==> src/rtl/cgr_pkg.sv <==
package cgr_pkg;
  // Direction chosen by a micro-rotation stage.
  typedef enum logic {
    ROT_CCW = 1'b0,  // x -= y>>s, y += x>>s
    ROT_CW  = 1'b1   // x += y>>s, y -= x>>s
  } rot_dir_e;

  // Inverse gain 0.60725 as signed power-of-two terms:
  // 2^-1 + 2^-3 - 2^-6 - 2^-9 - 2^-12
  localparam int GAIN_TERMS = 5;
  localparam int unsigned GAIN_SH [GAIN_TERMS] = '{1, 3, 6, 9, 12};
  localparam bit GAIN_NEG [GAIN_TERMS] = '{1'b0, 1'b0, 1'b1, 1'b1, 1'b1};
endpackage

==> src/rtl/cgr_stage.sv <==
module cgr_stage
  import cgr_pkg::*;
#(
  parameter int W     = 18,
  parameter int SHIFT = 0
) (
  input  logic                clk,
  input  logic                rst,
  input  logic                in_valid,
  input  logic                in_lead,
  input  logic signed [W-1:0] in_x,
  input  logic signed [W-1:0] in_y,
  output logic                out_valid,
  output logic                out_lead,
  output logic signed [W-1:0] out_x,
  output logic signed [W-1:0] out_y
);
  rot_dir_e dir_q;
  rot_dir_e dir_now;
  logic signed [W-1:0] xs, ys, nx, ny;

  always_comb begin
    if (in_lead) dir_now = (in_x[W-1] == in_y[W-1]) ? ROT_CW : ROT_CCW;
    else         dir_now = dir_q;
    xs = in_x >>> SHIFT;
    ys = in_y >>> SHIFT;
    if (dir_now == ROT_CW) begin
      nx = in_x + ys;
      ny = in_y - xs;
    end else begin
      nx = in_x - ys;
      ny = in_y + xs;
    end
  end

  always_ff @(posedge clk) begin
    if (rst) begin
      out_valid <= 1'b0;
      out_lead  <= 1'b0;
      out_x     <= '0;
      out_y     <= '0;
      dir_q     <= ROT_CCW;
    end else begin
      out_valid <= in_valid;
      out_lead  <= in_lead;
      out_x     <= nx;
      out_y     <= ny;
      if (in_valid && in_lead) dir_q <= dir_now;
    end
  end
endmodule

==> src/rtl/cgr_gain.sv <==
module cgr_gain
  import cgr_pkg::*;
#(
  parameter int W     = 18,
  parameter int DW    = 12,
  parameter int GUARD = 4
) (
  input  logic                 clk,
  input  logic                 rst,
  input  logic                 in_valid,
  input  logic                 in_lead,
  input  logic signed [W-1:0]  in_x,
  input  logic signed [W-1:0]  in_y,
  output logic                 out_valid,
  output logic                 out_lead,
  output logic signed [DW-1:0] out_x,
  output logic signed [DW-1:0] out_y
);
  localparam logic signed [W:0] RND  = (W+1)'(2**(GUARD-1));
  localparam logic signed [W:0] MAXV = (W+1)'(2**(DW-1)-1);
  localparam logic signed [W:0] MINV = (W+1)'(-(2**(DW-1)));

  function automatic logic signed [W-1:0] scale(input logic signed [W-1:0] v);
    logic signed [W-1:0] acc;
    acc = '0;
    for (int k = 0; k < GAIN_TERMS; k++) begin
      if (GAIN_NEG[k]) acc = acc - (v >>> GAIN_SH[k]);
      else             acc = acc + (v >>> GAIN_SH[k]);
    end
    return acc;
  endfunction

  function automatic logic signed [DW-1:0] sat_round(input logic signed [W-1:0] v);
    logic signed [W:0] t;
    t = {v[W-1], v};
    t = t + RND;
    t = t >>> GUARD;
    if (t > MAXV) t = MAXV;
    else if (t < MINV) t = MINV;
    return t[DW-1:0];
  endfunction

  logic                c_valid, c_lead;
  logic signed [W-1:0] c_x, c_y;

  always_ff @(posedge clk) begin
    if (rst) begin
      c_valid   <= 1'b0;
      c_lead    <= 1'b0;
      c_x       <= '0;
      c_y       <= '0;
      out_valid <= 1'b0;
      out_lead  <= 1'b0;
      out_x     <= '0;
      out_y     <= '0;
    end else begin
      c_valid   <= in_valid;
      c_lead    <= in_lead;
      c_x       <= scale(in_x);
      c_y       <= scale(in_y);
      out_valid <= c_valid;
      out_lead  <= c_lead;
      out_x     <= sat_round(c_x);
      out_y     <= sat_round(c_y);
    end
  end
endmodule

==> src/rtl/cordic_givens.sv <==
module cordic_givens #(
  parameter int DW    = 12,
  parameter int FW    = 8,
  parameter int GUARD = 4
) (
  input  logic                 clk,
  input  logic                 rst,
  input  logic                 in_valid,
  input  logic                 in_lead,
  input  logic signed [DW-1:0] in_x,
  input  logic signed [DW-1:0] in_y,
  output logic                 out_valid,
  output logic                 out_lead,
  output logic signed [DW-1:0] out_x,
  output logic signed [DW-1:0] out_y
);
  localparam int STAGES = FW;
  localparam int HEAD   = 2;               // headroom for gain and vector growth
  localparam int W      = DW + HEAD + GUARD;

  logic                pv [STAGES+1];
  logic                pl [STAGES+1];
  logic signed [W-1:0] px [STAGES+1];
  logic signed [W-1:0] py [STAGES+1];

  assign pv[0] = in_valid;
  assign pl[0] = in_lead;
  assign px[0] = {{HEAD{in_x[DW-1]}}, in_x, {GUARD{1'b0}}};
  assign py[0] = {{HEAD{in_y[DW-1]}}, in_y, {GUARD{1'b0}}};

  for (genvar i = 0; i < STAGES; i++) begin : g_stage
    cgr_stage #(.W(W), .SHIFT(i)) u_stage (
      .clk      (clk),
      .rst      (rst),
      .in_valid (pv[i]),
      .in_lead  (pl[i]),
      .in_x     (px[i]),
      .in_y     (py[i]),
      .out_valid(pv[i+1]),
      .out_lead (pl[i+1]),
      .out_x    (px[i+1]),
      .out_y    (py[i+1])
    );
  end

  cgr_gain #(.W(W), .DW(DW), .GUARD(GUARD)) u_gain (
    .clk      (clk),
    .rst      (rst),
    .in_valid (pv[STAGES]),
    .in_lead  (pl[STAGES]),
    .in_x     (px[STAGES]),
    .in_y     (py[STAGES]),
    .out_valid(out_valid),
    .out_lead (out_lead),
    .out_x    (out_x),
    .out_y    (out_y)
  );
endmodule

==> config.mk <==
export PLATFORM = sky130hd
export DESIGN_NAME = cordic_givens
export DESIGN_NICKNAME = d
export VERILOG_FILES = /design/src/rtl/cgr_pkg.sv /design/src/rtl/cgr_stage.sv /design/src/rtl/cgr_gain.sv /design/src/rtl/cordic_givens.sv
export SDC_FILE = /design/constraint.sdc
export NUM_CORES = 1
export LEC_CHECK = 0
export BUFFER_PORTS_ARGS = -buffer_cell sky130_fd_sc_hd__buf_2
export CORE_MARGIN = 2
export CORE_UTILIZATION = 40
export CTS_CLUSTER_SIZE = 25
export DETAILED_ROUTE_END_ITERATION = 8
export HOLD_SLACK_MARGIN = 0.12
export PLACE_DENSITY = 0.53
export SYNTH_ARGS = -nofsm -noshare
export SYNTH_HDL_FRONTEND = slang
export SYNTH_SLANG_ARGS = --single-unit
export TNS_END_PERCENT = 100
==> constraint.sdc <==
create_clock -name clk -period 6.5 [get_ports clk]
set_input_delay 0 -clock clk [delete_from_list [all_inputs] [get_ports clk]]
set_output_delay 0 -clock clk [all_outputs]
set_load 0.005 [all_outputs]
==> results of run 1 <==
-- worst register-to-register path, delay by kind of cell (launching register included) --
| kind | cells | cell delay [ns] |
|---|---|---|
| adder cells (fa/ha/maj) | 5 | 1.39 |
| AND/OR/NAND/NOR | 7 | 0.85 |
| flip-flops | 1 | 0.33 |
| XOR/XNOR | 3 | 0.51 |
| AO/OA/AOI/OAI | 12 | 2.76 |
| buffers and inverters | 1 | 0.06 |
-- logic make-up after synthesis --
group / after synthesis / share of synthesized area
AO/OA/AOI/OAI: 930 / 0.199
XOR/XNOR: 470 / 0.140
adder cells (fa/ha/maj): 427 / 0.185
buffers and inverters: 278 / 0.0359
flip-flops: 347 / 0.234
multiplexers: 49 / 0.0176
AND/OR/NAND/NOR: 1196 / 0.189
-- path summary, 6_finish.rpt --
path,endpoint,cells past startpoint,startpoint,slack (ns)
max,u_gain.c_y[17]$_SDFF_PP0_,28,g_stage[7].u_stage.out_y[3]$_SDFF_PP0_,0.54
min,g_stage[0].u_stage.out_y[10]$_SDFF_PP0_,6,in_x[5],0.14
max reg2reg,u_gain.c_y[17]$_SDFF_PP0_,28,g_stage[7].u_stage.out_y[3]$_SDFF_PP0_,0.54
min reg2reg,u_gain.out_valid$_SDFF_PP0_,1,u_gain.c_valid$_SDFF_PP0_,0.43
-- cells in the mapped netlist (all sizes together) (19+ instances only) --
cell type  count  area share
or3           38      0.0080
o21bai        38      0.0096
fa            21       0.014
nor3         105       0.018
and3          48       0.010
clkbuf        76      0.0096
a31oi         30      0.0063
mux2          26      0.0098
nand2        234       0.030
o41ai         26      0.0077
nor2         458       0.058
o21a          36      0.0091
nand3         62       0.010
nor2b         91       0.019
nand2b        47      0.0099
a211oi        30      0.0076
or2           29      0.0061
dfxtp        347        0.23
nor4          19      0.0040
o31ai         41       0.010
mux2i         23      0.0077
o21ai        200       0.034
xnor2        264       0.078
a21o         113       0.029
xor2         205       0.060
inv          185       0.023
a21oi        294       0.050
ha           406        0.17
-- area by class of cell --
type,count,area share
multi-input cells,3072,0.662
inverters,185,0.0211
clock inverters,15,0.00701
well taps,959,0.0365
repair buffers,102,0.0223
clock buffers,63,0.0396
flip-flops and latches,347,0.211
-- through the flow --
stage | setup WS [ns] | cells | util
after floorplan | 0.654 | 3697 | -
after global placement | 0.210 | 4632 | 0.423
after detailed placement | 0.242 | 4632 | 0.423
after CTS | 0.226 | 4741 | 0.448
after global routing | 0.0279 | 4743 | 0.449
final | 0.536 | 4743 | 0.449
-- per-layer routing --
metal,share of wire,up-vias
li1,-,13100
met1,0.51,11500
met2,0.44,354
met3,0.036,90
met4,0.021,0
met5,0,-
-- flip-flops by register name (all words and copies together), names as in the netlist --
| signal | count |
|---|---|
| g_stage.u_stage.out_valid | 8 |
| g_stage.u_stage.out_y | 133 |
| g_stage.u_stage.dir_q | 8 |
| u_gain.c_y | 15 |
| u_gain.c_x | 15 |
| g_stage.u_stage.out_lead | 8 |
| g_stage.u_stage.out_x | 132 |
| u_gain.out_lead | 1 |
| u_gain.c_valid | 1 |
| u_gain.out_x | 12 |
| u_gain.out_y | 12 |
| u_gain.c_lead | 1 |
| u_gain.out_valid | 1 |
-- repair_timing --
item | in CTS | in global routing
setup endpoints to repair | 0 | 3
endpoints found under the hold margin | 116 | 0
buffers inserted | 0 | 2
resized for setup | 0 | 14
hold buffers | 31 | 0
==> results_dict.tcl, run 1 <==
set metrics [dict create \
    status "finished, final reports clean" \
    critical_path.max_fanout 4 \
    ant_nets 0 \
    die_w_um 277 \
    die-area_um2 76500 \
    start_util 0.406 \
    regArea_um2 6950 \
    synth_seq_cells 347 \
    startpoint_type "flip-flop" \
    grt_start_max_net_pins 176 \
    multi_input_area_um2 21800 \
    nFillCells 7403 \
    synth.avg_cell_area_um2 8.04 \
    synth-async-reset-ratio 0 \
    grt_usage 0.195 \
    port_buffers 53 \
    drt_iter0_drc 1390 \
    rsz0062_at_grt "false" \
    final_nets 4206 \
    path_clk_slew_ns 0.05 \
    place_area_um2 31000 \
    worst_slew_pin_slew_ns 0.972 \
    clockBufferDepth 3 \
    dpl.hpwl_mm 60.8 \
    cpMaxStageDelayCell "a211oi_1" \
    syn_inst 3697 \
    fin_area_um2 32900 \
    final_common_cell "nor2_1" \
    grt_overflow 0 \
    finClkSkew_ns 0.0264 \
    synth_area_um2 29700 \
    final_hold_viol_count 0 \
    period_minus_slack_ns 5.96 \
    slew_headroom 0.346 \
    crit_family "compound AO/OA/AOI/OAI gates" \
    setup_tns_ns 0 \
    seq_area_frac_synth 0.234 \
    antenna_found_initial 4 \
    worst-path-buf-inv 1 \
    hold_ws_ns 0.140 \
    synth-warning-count 0 \
    cp-end-kind "flip-flop" \
    final_cell_mix "nor2_1 (458), ha_1 (406), dfxtp_1 (347)" \
    cts_htree_levels 2 \
    via_per_inst 5.28 \
    num_rows 99 \
    drive_above_1_share 0.0608 \
    cap_violations 0 \
    synth_flop_cell "dfxtp_1" \
    max_freq_mhz 168 \
    crit_type "reg -> reg" \
    numCtsBuffers 43 \
    grt_pass1_vias 23700 \
    die_h_um 277 \
    min_period_over_period 0.918 \
    cp.required_ns 7.01 \
    drv_slew 0 \
    globalplace.congestion 0.830 \
    wl_per_cell_um 16.1 \
    drc 0 \
    min_path_type "in -> reg" \
    use_met1 0.276 \
    cts.sinks 347 \
    grtUsageMet2 0.312 \
    setup_viol 0 \
    io_pins 54 \
    globalRouteMet3Util 0.0252 \
    n_antenna_cell 0 \
    grt_first_pass_wirelength_mm 124 \
    arrival_ns 6.47 \
    wl_mm 76.3 \
    dr.pass1.iters 5 \
    clockRootBuffer "clkbuf_16" \
    synth_cell_types 74 \
    core_um2 73200 \
    syn_to_final_growth_pct 10.6 \
    via_count 25100 \
    slowest_delay_ns 0.45 \
    syn-num-nets 4152 \
    synth_edf_count 0 \
    busiest_layer "met2" \
    clk_latency_ns 0.58 \
    cts_tree "yes" \
]
Power of run 1 is left out: the tool's default activity adds up to more than one toggle a clock period on the data nets, which glitch-free logic cannot reach.
==> run 2: changes to the inputs <==
--- a/config.mk
+++ b/config.mk
@@ -5,13 +5,13 @@
 export SDC_FILE = /design/constraint.sdc
 export NUM_CORES = 1
 export LEC_CHECK = 0
-export BUFFER_PORTS_ARGS = -buffer_cell sky130_fd_sc_hd__buf_2
 export CORE_MARGIN = 2
 export CORE_UTILIZATION = 40
 export CTS_CLUSTER_SIZE = 25
 export DETAILED_ROUTE_END_ITERATION = 8
+export DONT_BUFFER_PORTS = 1
 export HOLD_SLACK_MARGIN = 0.12
-export PLACE_DENSITY = 0.53
+export PLACE_DENSITY = 0.52
 export SYNTH_ARGS = -nofsm -noshare
 export SYNTH_HDL_FRONTEND = slang
 export SYNTH_SLANG_ARGS = --single-unit
==> constraint.sdc (replaced) <==
create_clock -name clk -period 7 [get_ports clk]
set_input_delay 0 -clock clk [delete_from_list [all_inputs] [get_ports clk]]
set_output_delay 0 -clock clk [all_outputs]
set_load 0.005 [all_outputs]
==> results_dict.tcl, run 2 (synthesis results as in run 1) <==
set metrics [dict create \
    status "finished, final reports clean" \
    wl_per_cell_um 16.4 \
    reg2reg_from "g_stage[7].u_stage.out_x[3]$_SDFF_PP0_" \
    dr.pass1.iters 5 \
    antenna_found_initial 1 \
    critical_path.max_fanout 6 \
    drc 0 \
    wl_mm 77.3 \
    drt_iter0_drc 1149 \
    crit_type "reg -> reg" \
    dpl.hpwl_mm 61.2 \
    min_to "g_stage[0].u_stage.out_y[13]$_SDFF_PP0_" \
    drive_above_1_share 0.0447 \
    startpoint_type "flip-flop" \
    top_regs "g_stage.u_stage.out_y (133), g_stage.u_stage.out_x (132)" \
    ant_nets 0 \
    via_count 24800 \
    min_period_over_period 0.904 \
    min_from "in_x[6]" \
    io_pins 54 \
    r2r_slack_ns 0.67 \
    die_h_um 277 \
    die-area_um2 76500 \
    finClkSkew_ns 0.0258 \
    clk_latency_ns 0.58 \
    wl_met2_mm 36.0 \
    final_cell_mix "nor2_1 (458), ha_1 (406), dfxtp_1 (347)" \
    cts_tree "yes" \
    grt_first_pass_wirelength_mm 125 \
    setup_tns_ns 0 \
    reg2reg_depth 33 \
    numCtsBuffers 44 \
    grt_usage 0.198 \
    largest_reg_flops 133 \
    slowest_delay_ns 0.54 \
    globalplace.congestion 0.840 \
    core_um2 73200 \
    die_w_um 277 \
    cp.required_ns 7.47 \
    hold_depth 5 \
    setup_viol 0 \
    cts_htree_levels 2 \
    final_nets 4174 \
    grt_start_max_net_pins 332 \
    r2r-end "u_gain.c_x[17]$_SDFF_PP0_" \
    final_hold_viol_count 0 \
    grt_overflow 0 \
    min_path_type "in -> reg" \
    top_layer_used "met5" \
    slew_headroom 0.307 \
    rsz0062_at_grt "false" \
    max_freq_mhz 158 \
    drv_slew 0 \
    syn_to_final_growth_pct 10.6 \
    grt_pass1_vias 23600 \
    period_minus_slack_ns 6.33 \
    cp-end-kind "flip-flop" \
    wl_met3_mm 1.90 \
    port_buffers 0 \
    path_clk_slew_ns 0.06 \
    via_per_inst 5.27 \
    wl_met1_mm 37.3 \
    cts_setup_buffers 0 \
    clockRootBuffer "clkbuf_16" \
    regMostFlops "g_stage.u_stage.out_y" \
    n_antenna_cell 0 \
    num_rows 99 \
    cap_violations 0 \
    cpMaxStageDelayCell "or4_1" \
    start_util 0.406 \
    worst_slew_pin_slew_ns 1.03 \
    final_common_cell "nor2_1" \
    clockBufferDepth 3 \
    arrival_ns 6.80 \
    cts.sinks 347 \
]
run 2: cell types whose count changed in the layout (fill, tap and decap cells not counted), sizes merged, moves of 2 or more:
cell         before  now
buf              71   13
dlygate4sd3      31   56
clkbuf           63   60
clkinv            6    9
bufinv            5    7
run 2: final cells by class:
type                       instances  area [um2]
inverter                         185         694
fill                            7400       40300
clock inverter                    22         333
tap                              959        1200
sequential                       347        6950
timing repair buffer              69         698
multi-input combinational       3072       21700
clock buffer                      60        1260
run 2: worst max-delay path by stage:
stage,end,slack (ns),startpoint,cells past startpoint
after floorplan,u_gain.c_x[17]$_SDFF_PP0_,1.15,g_stage[7].u_stage.out_x[3]$_SDFF_PP0_,33
after global placement,u_gain.c_x[17]$_SDFF_PP0_,0.59,g_stage[7].u_stage.out_x[3]$_SDFF_PP0_,33
after detailed placement,u_gain.c_x[17]$_SDFF_PP0_,0.48,g_stage[7].u_stage.out_x[3]$_SDFF_PP0_,33
after CTS,u_gain.c_x[17]$_SDFF_PP0_,0.45,g_stage[7].u_stage.out_x[3]$_SDFF_PP0_,33
after global routing,u_gain.c_x[17]$_SDFF_PP0_,0.02,g_stage[7].u_stage.out_x[3]$_SDFF_PP0_,33
final,u_gain.c_x[17]$_SDFF_PP0_,0.67,g_stage[7].u_stage.out_x[3]$_SDFF_PP0_,33
run 2: repair_timing:
| item | 4_1_cts | 5_1_grt |
|---|---|---|
| gates resized for setup | 0 | 3 |
| endpoints found under the hold margin | 338 | 117 |
| setup endpoints to repair | 0 | 1 |
| hold buffers | 56 | 1 |
run 2: stage by stage:
| step | util | area, um2 | instances | hold slack [ns] | setup WS (ns) |
|---|---|---|---|---|---|
| after global placement | 0.419 | 30600 | 4574 | 0.112 | 0.588 |
| after global routing | 0.449 | 32900 | 4714 | 0.184 | 0.0190 |
| final | 0.449 | 32900 | 4714 | 0.184 | 0.673 |
| after detailed placement | 0.419 | 30600 | 4574 | 0.133 | 0.481 |
| after floorplan | - | 29700 | 3697 | 0.128 | 1.15 |
| after CTS | 0.448 | 32800 | 4712 | 0.138 | 0.445 |
run 2: per-layer routing:
metal  global-route usage  up-vias
met5                    0        -
met4               0.0583        2
met3               0.0208       90
met2                0.340      256
met1                0.260    11400
li1                     -    13100
run 2: worst max-delay path, delay by kind of cell, from the launching register on:
family | cells | cell delay (ns)
multiplexers | 1 | 0.34
AO/OA/AOI/OAI | 14 | 2.20
adder cells (fa/ha/maj) | 5 | 1.45
buffers and inverters | 1 | 0.05
XOR/XNOR | 4 | 0.52
AND/OR/NAND/NOR | 8 | 1.28
flip-flops | 1 | 0.34
Power of run 2 is left out for the same reason.
